===== src/rtl/aes_round_seq.sv =====
module aes_round_seq #(
  parameter int BLK   = 128,
  parameter int NR128 = 10,
  parameter int NR192 = 12,
  parameter int NR256 = 14
) (
  input  logic           clk,
  input  logic           rst_n,
  input  logic           start_i,
  input  logic [BLK-1:0] pt_i,
  input  logic [1:0]     ksel_i,
  output logic [$clog2(NR256+1)-1:0] rk_idx_o,
  output logic [1:0]     ks_o,
  input  logic [BLK-1:0] rk_i,
  output logic [BLK-1:0] rf_state_o,
  output logic           rf_last_o,
  input  logic [BLK-1:0] rf_i,
  output logic           busy_o,
  output logic           done_o,
  output logic [BLK-1:0] ct_o
);
  localparam int IW = $clog2(NR256 + 1);

  logic [BLK-1:0] st_q, ct_q;
  logic [IW-1:0]  idx_q, nr_q;
  logic [1:0]     ks_q, ks_in;
  logic           busy_q, done_q, last;

  function automatic logic [IW-1:0] rounds_for(input logic [1:0] ks);
    case (ks)
      2'b00:   return IW'(NR128);
      2'b01:   return IW'(NR192);
      default: return IW'(NR256);
    endcase
  endfunction

  assign ks_in      = (ksel_i == 2'b11) ? 2'b10 : ksel_i;
  assign last       = busy_q && (idx_q == nr_q);
  assign rk_idx_o   = idx_q;
  assign ks_o       = busy_q ? ks_q : ks_in;
  assign rf_state_o = st_q;
  assign rf_last_o  = last;
  assign busy_o     = busy_q;
  assign done_o     = done_q;
  assign ct_o       = ct_q;

  always_ff @(posedge clk or negedge rst_n) begin
    if (!rst_n) begin
      st_q   <= '0;
      ct_q   <= '0;
      idx_q  <= '0;
      nr_q   <= '0;
      ks_q   <= '0;
      busy_q <= 1'b0;
      done_q <= 1'b0;
    end else begin
      done_q <= 1'b0;
      if (!busy_q) begin
        if (start_i) begin
          st_q   <= pt_i ^ rk_i;
          busy_q <= 1'b1;
          idx_q  <= IW'(1);
          ks_q   <= ks_in;
          nr_q   <= rounds_for(ks_in);
        end
      end else begin
        st_q <= rf_i ^ rk_i;
        if (last) begin
          ct_q   <= rf_i ^ rk_i;
          done_q <= 1'b1;
          busy_q <= 1'b0;
          idx_q  <= '0;
        end else begin
          idx_q <= idx_q + 1'b1;
        end
      end
    end
  end

  assert_idle_index_R2: assert property (@(posedge clk) disable iff (!rst_n)
    !busy_o |-> rk_idx_o == '0);

  assert_start_accept_R2: assert property (@(posedge clk) disable iff (!rst_n)
    (start_i && !busy_o) |=> (busy_o && rk_idx_o == IW'(1)));

  assert_index_step_R4: assert property (@(posedge clk) disable iff (!rst_n)
    (busy_o && !rf_last_o) |=> (busy_o && rk_idx_o == $past(rk_idx_o) + 1'b1));

  assert_index_range_R4: assert property (@(posedge clk) disable iff (!rst_n)
    busy_o |-> (rk_idx_o >= IW'(NR128) || !rf_last_o) && rk_idx_o <= IW'(NR256) && rk_idx_o != '0);

  assert_done_after_last_R5: assert property (@(posedge clk) disable iff (!rst_n)
    rf_last_o |=> (done_o && !busy_o));

  assert_done_single_R5: assert property (@(posedge clk) disable iff (!rst_n)
    done_o |=> !done_o);

  assert_ks_hold_R6: assert property (@(posedge clk) disable iff (!rst_n)
    (busy_o && $past(busy_o)) |-> $stable(ks_o));

  assert_result_hold_R7: assert property (@(posedge clk) disable iff (!rst_n)
    !done_o |-> $stable(ct_o));
endmodule


===== config.mk =====
export PLATFORM = sky130hd
export DESIGN_NAME = aes_round_seq
export DESIGN_NICKNAME = d
export VERILOG_FILES = /design/src/rtl/aes_round_seq.sv
export SDC_FILE = /design/constraint.sdc
export NUM_CORES = 1
export LEC_CHECK = 0
export BUFFER_PORTS_ARGS = -buffer_cell sky130_fd_sc_hd__buf_2
export CAP_MARGIN = 20
export CORE_AREA = 2 2 255 257
export CTS_BUF_LIST = sky130_fd_sc_hd__clkbuf_16
export CTS_CLUSTER_DIAMETER = 120
export CTS_CLUSTER_SIZE = 24
export DETAILED_ROUTE_END_ITERATION = 16
export DIE_AREA = 0 0 257 259
export HOLD_SLACK_MARGIN = 0.06
export PLACE_DENSITY_LB_ADDON = 0.3
export SLEW_MARGIN = 0
export SYNTH_ARGS = -nofsm -noshare
export SYNTH_HDL_FRONTEND = slang
export SYNTH_SLANG_ARGS = --single-unit

===== constraint.sdc =====
create_clock -name clk -period 2 [get_ports clk]
set_input_delay 0.1 -clock clk [delete_from_list [all_inputs] [get_ports clk]]
set_output_delay 0.1 -clock clk [all_outputs]
set_load 0.005 [all_outputs]

==> impl_metrics.tcl <==
set metrics [dict create \
    cp-startpoint "rk_idx_o[2]" \
    async_reset_ff_share_pct 100 \
    start_util_pct 20.9 \
    vias_per_cell 4.12 \
    hold_viol_final 0 \
    rsz0062_at_grt "yes" \
    layout_commonest_cell "buf_2" \
    syn_avg_cell_area_um2 11.8 \
    grt_util_all_layers_pct 14.1 \
    min_period_over_period_pct 99.1 \
    clock-sinks 267 \
    cts_buffer_depth 3 \
    cp_max_fo 17 \
    slew_headroom_pct 55.8 \
    die_h_um 259 \
    place_area_um2 17900 \
    power_density_nw_per_um2 977 \
    grt-ovfl-total 0 \
    gp_congestion 0.861 \
    grt_start_max_net_pins 95 \
    ys_ff_latch 267 \
    finClkSkew_ns 0.0152 \
    max_stage_delay_ns 0.42 \
    htreeDepth 1 \
    final_core_util_pct 36.2 \
    synth_flop_cell "dfrtp_1" \
    leakage_nw 11.5 \
    fp.dieW_um 257 \
    cp.arrival_ns 2.38 \
    first_iter_violations 396 \
    cp_cell_sequence "xor2_2 -> nor4_4 -> buf_6 -> buf_4 -> clkbuf_16 -> mux2_2" \
    cp-end-kind "flop" \
    timing.rr.start "rk_idx_o[2]" \
    critPathLaunchType "flop" \
    worst_path_max_delay_cell "dfrtp_1" \
    syn_inst 1133 \
    crit_type "reg2reg" \
    finalSetupViolCount 0 \
    detail-route-antenna-nets 0 \
    synth_seq_area_share_pct 50.1 \
    path_clk_slew_ns 0.10 \
    min_period_ns 1.98 \
    final_cell_area_um2 23100 \
    area_delta_synth_final_pct 73.5 \
    syn_nets 1523 \
    min-delay-start "rk_i[75]" \
    final_nets 2656 \
    via_count 12900 \
    core_um2 63900 \
    drt_wl_total_um 49800 \
    drt_first_pass_iters 4 \
    hold_class "in2reg" \
    drv_cap 0 \
    synth_cell_types 28 \
    yosysWarnings 0 \
    root_buffer "clkbuf_16" \
    dp.final_hpwl_um 34300 \
    numPortBuffers 653 \
    mostFrequentLayoutCells "650 x buf_2, 473 x dlygate4sd3_1, 265 x dfrtp_1" \
    rows 93 \
    cts_tree "built" \
    layout-drive-gt1-share_pct 33.3 \
    antenna_found_initial 2 \
    fmax_mhz 505 \
    drc 0 \
    numCtsBuffers 15 \
    grt_pass1_wl_um 75800 \
    syn_area_um2 13300 \
    grt_pass1_vias 13900 \
    peakVddDrop_mv 0.478 \
    dieArea_um2 66600 \
    fin_cells 3123 \
    status "completed" \
    placed_cells 2627 \
    wire_per_inst_um 15.9 \
    crit_required_ns 2.40 \
    clk_latency_ns 0.51 \
    worst_slew_pin_slew_ns 0.657 \
    slew_violations 0 \
    ioPinCount 654 \
    synth_edf_count 0 \
]
==> cell type report <==
class,instances,area (µm²)
timing repair buffer,1175,8610
multi-input combinational,801,6330
tap,855,1070
inverter,6,22.5
antenna,1,2.50
clock buffer,15,375
fill,6315,40800
sequential,267,6690
clock inverter,3,31.3
==> through the flow <==
| step | hold WS (ns) | TNS, ns | setup WS (ns) | total power, mW |
|---|---|---|---|---|
| after global routing | 0.0767 | -2.47 | -0.0594 | 24.2 |
| after CTS | 0.0604 | 0 | 0.0103 | 22.7 |
| after detailed placement | 0.134 | 0 | 0.0915 | 17.7 |
| after global placement | 0.130 | 0 | 0.113 | 17.5 |
| after floorplan | -0.196 | 0 | 0.221 | 12.9 |
| final | 0.0826 | 0 | 0.0184 | 22.6 |
==> final timing paths <==
check / end / slack, ns / cells past startpoint
min: ct_o[75] / 0.08 / 3
min reg2reg: ks_q[0] / 0.48 / 1
max reg2reg: ct_o[18] / 0.02 / 6
min in group asynchronous: rf_state_o[127] / 0.16 / 2
max: ct_o[18] / 0.02 / 6
max in group asynchronous: rf_state_o[97] / 1.14 / 3
==> cell families (layout without fill, tap and decap cells) <==
family / after synthesis / after routing / synth area share [%]
buffers and inverters: 65 / 1199 / 2.57
and+or+nand+nor: 144 / 144 / 4.24
adders and majority gates: 1 / 1 / 0.0938
other: 0 / 1 / 0
DFF: 267 / 267 / 50.1
AOI/OAI and AO/OA: 139 / 139 / 5.37
muxes: 257 / 257 / 20.5
xor gates and xnor gates: 260 / 260 / 17.1
==> power by group <==
part           switching (mW)  internal, mW
logic                    4.88          5.56
clock network            1.86          1.39
registers                1.22          7.70
==> registers in the layout, summed over array words and instances (netlist names) <==
register,count
nr_q,3
done_o,1
rk_idx_o,4
rf_state_o,128
ks_q,2
ct_o,128
busy_o,1
==> synthesized netlist by cell type, types with 2 or more instances <==
master,instances,share of area [%]
a21oi_1,3,0.11
buf_1,3,0.084
buf_2,16,0.60
buf_6,10,0.84
clkbuf_1,29,0.82
dfrtp_1,267,50
inv_1,6,0.17
mux2_1,100,8.4
mux2_2,30,2.5
mux2i_1,127,9.5
nand2_1,132,3.7
nand2b_1,4,0.19
nand3_1,2,0.075
nor2_1,3,0.084
o21ai_0,129,4.8
o32ai_1,2,0.13
xor2_1,259,17
==> what timing repair did <==
item	4_1_cts	5_1_grt
setup endpoints to repair	1	106
gates resized for setup	6	5
hold buffers	473	0
gates cloned	0	2
hold endpoints to repair	398	0
pin swaps	1	0
setup buffers	2	0
==> critical path, delay by kind of cell, from the launching register on <==
family                 cells  cell delay [ns]
XOR/XNOR                   1             0.21
buffers and inverters      3             0.58
flip-flops                 1             0.42
multiplexers               1             0.34
AND/OR/NAND/NOR            1             0.32
==> routing by layer <==
metal | vias up | share of wire, % | GRT usage (%)
li1 | 6061 | - | -
met1 | 6285 | 39 | 15.8
met4 | 2 | 4.0 | 5.51
met2 | 411 | 53 | 26.2
met5 | - | 0.028 | 0
met3 | 110 | 4.9 | 2.65
No activity file was read; power rests on OpenSTA's default activity.
